$ cat src/rtl/lpc_pkg.sv
package lpc_pkg;
  typedef enum logic [2:0] {
    PS_NORMAL = 3'd0,
    PS_HALT   = 3'd1,
    PS_QSTART = 3'd2,
    PS_SNOOP  = 3'd3,
    PS_DSLEEP = 3'd4
  } pstate_e;

  // strobes from control to datapath
  typedef struct packed {
    logic cntRun;      // advance relock counter
    logic cntClr;      // clear relock counter
    logic saveRet;     // remember current state as snoop origin
    logic restrictOn;  // halt/wake inputs frozen
    logic entryCheck;  // check for dual deep-sleep entry
  } strobe_t;
endpackage

$ cat src/rtl/lpc_dpath.sv
module lpc_dpath
  import lpc_pkg::*;
#(
  parameter int LOCK_CYCLES = 3000
) (
  input  logic    clk,
  input  logic    coreRst,
  input  strobe_t strb,
  input  pstate_e curState,
  input  logic    haltReq,
  input  logic    wakeIrq,
  input  logic    deepReq,
  input  logic    busClkOk,
  output logic    lockDone,
  output pstate_e retState,
  output logic    protoErr
);
  localparam int CNT_W = $clog2(LOCK_CYCLES + 1);

  logic [CNT_W-1:0] relockCnt;
  logic prevHalt, prevWake;
  logic violation;

  assign lockDone = (relockCnt == CNT_W'(LOCK_CYCLES - 1));

  always_ff @(posedge clk) begin
    if (coreRst || strb.cntClr) relockCnt <= '0;
    else if (strb.cntRun)       relockCnt <= relockCnt + 1'b1;
  end

  always_ff @(posedge clk) begin
    if (coreRst)           retState <= PS_NORMAL;
    else if (strb.saveRet) retState <= curState;
  end

  always_ff @(posedge clk) begin
    prevHalt <= haltReq;
    prevWake <= wakeIrq;
  end

  always_comb begin
    violation = 1'b0;
    if (strb.restrictOn && ((haltReq != prevHalt) || (wakeIrq != prevWake)))
      violation = 1'b1;
    if (strb.entryCheck && deepReq && !busClkOk)
      violation = 1'b1;
  end

  always_ff @(posedge clk) begin
    if (coreRst) protoErr <= 1'b0;
    else         protoErr <= protoErr | violation;
  end

  // flag stays set until reset
  a_r9_sticky_flag: assert property (@(posedge clk) disable iff (coreRst)
    protoErr |=> protoErr);

  // relock counter never reaches the full window
  a_r8_cnt_bound: assert property (@(posedge clk) disable iff (coreRst)
    relockCnt < CNT_W'(LOCK_CYCLES));
endmodule

$ cat src/rtl/lpc_ctrl.sv
module lpc_ctrl
  import lpc_pkg::*;
(
  input  logic    clk,
  input  logic    coreRst,
  input  logic    stopReq,
  input  logic    deepReq,
  input  logic    busClkOk,
  input  logic    haltReq,
  input  logic    wakeIrq,
  input  logic    snoopReq,
  input  logic    busQuiet,
  input  logic    lockDone,
  input  pstate_e retState,
  output pstate_e state,
  output strobe_t strb
);
  pstate_e nxt;
  logic exitCond, oneEntry;

  assign exitCond = busClkOk && !deepReq;
  assign oneEntry = deepReq ^ !busClkOk;

  always_comb begin
    nxt  = state;
    strb = '0;
    case (state)
      PS_NORMAL: begin
        if (stopReq)      nxt = PS_QSTART;
        else if (haltReq) nxt = PS_HALT;
      end
      PS_HALT: begin
        if (wakeIrq) nxt = PS_NORMAL;
        else if (snoopReq) begin
          nxt = PS_SNOOP;
          strb.saveRet = 1'b1;
        end
      end
      PS_QSTART: begin
        strb.restrictOn = 1'b1;
        strb.entryCheck = 1'b1;
        if (!stopReq) nxt = PS_NORMAL;
        else if (snoopReq) begin
          nxt = PS_SNOOP;
          strb.saveRet = 1'b1;
        end else if (oneEntry) begin
          nxt = PS_DSLEEP;
          strb.cntClr = 1'b1;
        end
      end
      PS_SNOOP: begin
        strb.restrictOn = (retState == PS_QSTART);
        if (!snoopReq && busQuiet) nxt = retState;
      end
      PS_DSLEEP: begin
        if (!exitCond) strb.cntClr = 1'b1;
        else if (lockDone) begin
          nxt = PS_QSTART;
          strb.cntClr = 1'b1;
        end else strb.cntRun = 1'b1;
      end
      default: nxt = PS_NORMAL;
    endcase
    if (coreRst) begin
      nxt = stopReq ? PS_QSTART : PS_NORMAL;
      strb.cntRun = 1'b0;
      strb.cntClr = 1'b1;
      strb.saveRet = 1'b0;
    end
  end

  always_ff @(posedge clk) state <= nxt;

  // Quick Start with stop request held never goes to Normal
  a_r4_hold_qs: assert property (@(posedge clk) disable iff (coreRst)
    (state == PS_QSTART && stopReq) |=> (state != PS_NORMAL));

  // snoop exit lands on the recorded origin
  a_r6_snoop_return: assert property (@(posedge clk) disable iff (coreRst)
    (state == PS_SNOOP && !snoopReq && busQuiet) |=> (state == $past(retState)));

  // Deep Sleep only reachable from Quick Start
  a_r7_ds_entry: assert property (@(posedge clk) disable iff (coreRst)
    (state != PS_QSTART && state != PS_DSLEEP) |=> (state != PS_DSLEEP));

  // Deep Sleep held while exit condition is broken
  a_r8_ds_hold: assert property (@(posedge clk) disable iff (coreRst)
    (state == PS_DSLEEP && !(busClkOk && !deepReq)) |=> (state == PS_DSLEEP));
endmodule

$ cat src/rtl/pwr_state_ctl.sv
module pwr_state_ctl
  import lpc_pkg::*;
#(
  parameter int LOCK_CYCLES = 3000
) (
  input  logic       clk,
  input  logic       coreRst,
  input  logic       stopReq,
  input  logic       deepReq,
  input  logic       busClkOk,
  input  logic       haltReq,
  input  logic       wakeIrq,
  input  logic       snoopReq,
  input  logic       busQuiet,
  output logic [2:0] pwrState,
  output logic       irqEnable,
  output logic       snoopEnable,
  output logic       protoErr
);
  pstate_e state, retState;
  strobe_t strb;
  logic    lockDone;

  lpc_ctrl uCtrl (
    .clk(clk), .coreRst(coreRst), .stopReq(stopReq), .deepReq(deepReq),
    .busClkOk(busClkOk), .haltReq(haltReq), .wakeIrq(wakeIrq),
    .snoopReq(snoopReq), .busQuiet(busQuiet), .lockDone(lockDone),
    .retState(retState), .state(state), .strb(strb)
  );

  lpc_dpath #(.LOCK_CYCLES(LOCK_CYCLES)) uDpath (
    .clk(clk), .coreRst(coreRst), .strb(strb), .curState(state),
    .haltReq(haltReq), .wakeIrq(wakeIrq), .deepReq(deepReq),
    .busClkOk(busClkOk), .lockDone(lockDone), .retState(retState),
    .protoErr(protoErr)
  );

  assign pwrState    = state;
  assign irqEnable   = (state == PS_NORMAL) || (state == PS_HALT);
  assign snoopEnable = (state == PS_SNOOP);

  // interrupts never accepted while snooping
  a_r10_irq_off_snoop: assert property (@(posedge clk) disable iff (coreRst)
    snoopEnable |-> !irqEnable);
endmodule

$ cat config.mk
export PLATFORM = sky130hd
export DESIGN_NAME = pwr_state_ctl
export DESIGN_NICKNAME = d
export VERILOG_FILES = /design/src/rtl/lpc_pkg.sv /design/src/rtl/lpc_dpath.sv /design/src/rtl/lpc_ctrl.sv /design/src/rtl/pwr_state_ctl.sv
export SDC_FILE = /design/constraint.sdc
export NUM_CORES = 1
export LEC_CHECK = 0
export BUFFER_PORTS_ARGS = -buffer_cell sky130_fd_sc_hd__buf_4
export CAP_MARGIN = 15
export CORE_MARGIN = 8
export CORE_UTILIZATION = 30
export CTS_BUF_LIST = sky130_fd_sc_hd__clkbuf_8
export CTS_CLUSTER_DIAMETER = 40
export DETAILED_ROUTE_END_ITERATION = 7
export PLACE_DENSITY_LB_ADDON = 0.12
export SETUP_SLACK_MARGIN = 0.15
export SLEW_MARGIN = 20
export SYNTH_ARGS = -nofsm -noshare
export SYNTH_HDL_FRONTEND = slang
export SYNTH_SLANG_ARGS = --single-unit
export TNS_END_PERCENT = 20
$ cat constraint.sdc
create_clock -name clk -period 2.28 [get_ports clk]
set_input_delay 0.456 -clock clk [delete_from_list [all_inputs] [get_ports clk]]
set_output_delay 0.456 -clock clk [all_outputs]
set_load 0.02 [all_outputs]
==> metrics.log <==
[metrics] final layout net count: 167
[metrics] worst reg2reg endpoint: uDpath.relockCnt[6]
[metrics] number of CTS-inserted buffers: 3
[metrics] number of warning messages in the yosys log: 0
[metrics] CTS Sinks: 21
[metrics] proportion of layout cells with a drive suffix above 1: 0.1871
[metrics] final total negative setup slack: 0 ns
[metrics] Final Hold Viols: 0
[metrics] main area contributors after synthesis: sky130_fd_sc_hd__dfxtp_1 (30%), sky130_fd_sc_hd__edfxtp_1 (7.5%), sky130_fd_sc_hd__a211oi_1 (5.7%)
[metrics] sequential area share after synthesis: 0.3770
[metrics] Antenna Cells: 0
[metrics] TritonCTS clock tree: done
[metrics] number of buffers inserted for hold repair after clock tree synthesis: 0
[metrics] GRT Total Usage: 0.09667
[metrics] Worst Setup Start Kind: register
[metrics] skew final: 0.003764 ns
[metrics] Clock Latency Late Sink: 0.25 ns
[metrics] starting density of the core: 0.3053
[metrics] Pwr Density: 805.7 mW/mm2
[metrics] first-pass GRT wire length: 4995 um
[metrics] number of core rows: 23
[metrics] boundary pin count: 15
[metrics] total leakage power: 0.4791 nW
[metrics] Crit Path Max Fanout: 6
[metrics] total nets after synthesis: 150
[metrics] number of flops mapped to enable cells by yosys: 3
[metrics] critical path capture point type: register
[metrics] maximum achievable frequency: 0.5028 GHz
[metrics] commonest cells in the synthesized netlist: sky130_fd_sc_hd__dfxtp_1 (18), sky130_fd_sc_hd__a211oi_1 (9), sky130_fd_sc_hd__nor2_1 (9)
[metrics] startpoint of the worst register-to-register path: uCtrl.state[0]
[metrics] Arrival @ worst endpoint: 2.16 ns
[metrics] most frequently used flop master after synthesis: sky130_fd_sc_hd__dfxtp_1
[metrics] unrepaired setup endpoints after global routing: false
[metrics] Slowest Stage Delay on Critical Path: 0.59 ns
[metrics] post-cts repair resize count: 0
[metrics] Die Span Y: 79.11 um
[metrics] required time worst endpoint: 2.45 ns
[metrics] number of max-slew violations in the final report: 0
[metrics] Post-CTS Setup Bufs: 0
[metrics] largest area contributor in the netlist: sky130_fd_sc_hd__dfxtp_1
[metrics] estimated wirelength of the detail-placed design: 2094 um
[metrics] number of vias after detailed routing: 1097
[metrics] result of the run: finished clean
[metrics] cell area after placement: 0.001369 mm2
[metrics] area inside the core boundary: 0.003914 mm2
[metrics] number of nets still failing antenna checks after routing: 0
[metrics] Min-Delay Path Class: in -> reg
[metrics] Post-synth ARST share: 0
[metrics] cell count after synthesis: 139
[metrics] input/output buffers: 14
[metrics] non-filler cells, final: 205
[metrics] maximum buffer depth of the clock tree: 2
[metrics] number of flip-flops and latches in the synthesized netlist: 21
[metrics] GPL Wtd Cong: 0.7728
[metrics] final-report setup violation count: 0
[metrics] mean instance size in the synthesized netlist: 8.596 um2
[metrics] die width: 79.11 um
[metrics] clock-pin transition on the worst setup and hold timing paths: 0.08 ns
[metrics] worst slew margin relative to its limit: 0.5064
[metrics] largest net degree at the start of global routing: 19
[metrics] area growth from synthesis to final layout: 18.32%
[metrics] cell count after placement: 201
[metrics] Post-route DRC: 0
[metrics] area of the mapped netlist: 0.001195 mm2
[metrics] final std cell area, no fill: 0.001414 mm2
[metrics] crit-path cells: or4b_4 > or2_4 > or4_1 > a211oi_1
[metrics] reg2reg setup slack: 0.29 ns
[metrics] cell with the biggest individual delay on the critical path: sky130_fd_sc_hd__or4b_4
[metrics] area of the die: 0.006258 mm2
[metrics] Worst setup startpoint: uCtrl.state[0]
[metrics] cell at the root of the clock tree: sky130_fd_sc_hd__clkbuf_8
[metrics] final critical-path setup slack: 0.2911 ns
[metrics] most frequently used cell type in the post-synthesis netlist: sky130_fd_sc_hd__dfxtp_1
[metrics] router iterations before antenna repair: 4
[metrics] total routed wirelength: 2888 um
[metrics] Max Cap Viol: 0
[metrics] area share of the leading cell type in the synthesized netlist: 0.3016
[metrics] initial antenna violation count: 0
[metrics] number of distinct library cells after synthesis: 42
[metrics] total global routing overflow: 0
[metrics] category of the most critical setup path: reg -> reg
[metrics] Vias per Instance: 5.351
[metrics] shortest clock period the worst path allows after layout: 1.989 ns
[metrics] via count of the first global-routing pass: 1092
[metrics] worst-case reg-to-reg path depth: 4
[metrics] Worst-Margin Slew: 0.7336 ns
[metrics] timing endpoint of the critical path: uDpath.relockCnt[6]
[metrics] routed length per instance: 14.09 um
[metrics] share of the clock period used by the worst path after layout: 0.8723
[metrics] worst slack at placement: 0.1408 ns
[metrics] number of DRC violations after detailed-routing iteration 0: 74
[metrics] largest voltage drop on the vdd net: 0.2497 mV
[metrics] htree depth: 1
[per-stage QoR]
| step | total power, mW | hold slack, ns | utilization |
|---|---|---|---|
| after floorplan | 0.7573 | 0.4507 | - |
| after global routing | 1.216 | 0.3157 | 0.3613 |
| after CTS | 1.155 | 0.3253 | 0.3613 |
| after global placement | 0.9129 | 0.4672 | 0.3497 |
| final | 1.139 | 0.3277 | 0.3613 |
| after detailed placement | 0.9127 | 0.4695 | 0.3497 |
[layout make-up]
cell class,instances,area [um2]
Timing Repair Buffer,20,150.1
Multi-Input combinational cell,103,679.4
Clock buffer,3,41.29
Sequential cell,21,450.4
Tap cell,50,62.56
Fill cell,426,2500
Clock inverter,1,3.754
Inverter,7,26.28
[power by group]
group	leakage [nW]	internal [mW]	switching (mW)	total [mW]
Sequential	0.179	0.420	0.0176	0.438
Clock	0.0269	0.120	0.120	0.240
Combinational	0.273	0.183	0.278	0.462
[flip-flops by register name, summed over array words and instances (netlist names)]
name and count:
uDpath.retState 3, uCtrl.state 3, uDpath.relockCnt 12, uDpath.prevWake 1
uDpath.prevHalt 1, uDpath.protoErr 1
[cells in the final DEF, fill, tap and decap left out, drive strengths merged]
cell     count
o31ai        6
inv          8
o211a        1
nor2         9
mux2i        2
o2bb2ai      1
nand2b       1
buf         20
o311ai       1
and2         1
and3         1
nor2b        1
a211oi       9
nor4b        1
a21oi        5
or3b         1
nand4b       1
nand3        7
nand2        4
o21ai        6
a31oi        2
edfxtp       3
or2          4
a21boi       1
o211ai       1
o21bai       1
nor3b        1
xnor2        5
or4          5
or3          3
nor4         6
clkbuf       3
nor3         6
or4b         1
dfxtp       18
nand4        4
nand3b       1
a2111oi      1
and3b        1
ha           2
[layer usage]
metal  GRT usage  wire, um  vias up
met4     0.02593        22        0
met5           0         0        -
met1      0.1181      1382      522
li1            -         -      558
met3     0.02144        78        2
met2      0.1660      1404       15
[worst min path at each step]
stage,startpoint,to,slack [ns],cells past startpoint
floorplan,uDpath.retState[0],uDpath.retState[0],0.45,2
global placement,uDpath.protoErr,uDpath.protoErr,0.47,2
detailed placement,uDpath.retState[0],uDpath.retState[0],0.47,2
CTS,haltReq,uDpath.prevHalt,0.33,1
global route,haltReq,uDpath.prevHalt,0.32,1
finish,haltReq,uDpath.prevHalt,0.33,1
[logic make-up after synthesis]
group | after synthesis | synth area share
multiplexers | 2 | 0.01675
flip-flops | 21 | 0.3770
AO/OA/AOI/OAI | 35 | 0.2000
XOR/XNOR | 5 | 0.03665
adder cells (fa/ha/maj) | 2 | 0.02094
AND/OR/NAND/NOR | 59 | 0.2943
buffers and inverters | 15 | 0.05445
[critical path: cells and delay by family, from the launching register on]
family	cells	cell delay, ns
AND/OR/NAND/NOR	3	1.25
flip-flops	1	0.40
AO/OA/AOI/OAI	1	0.25
(Power assumes the default switching activity.)
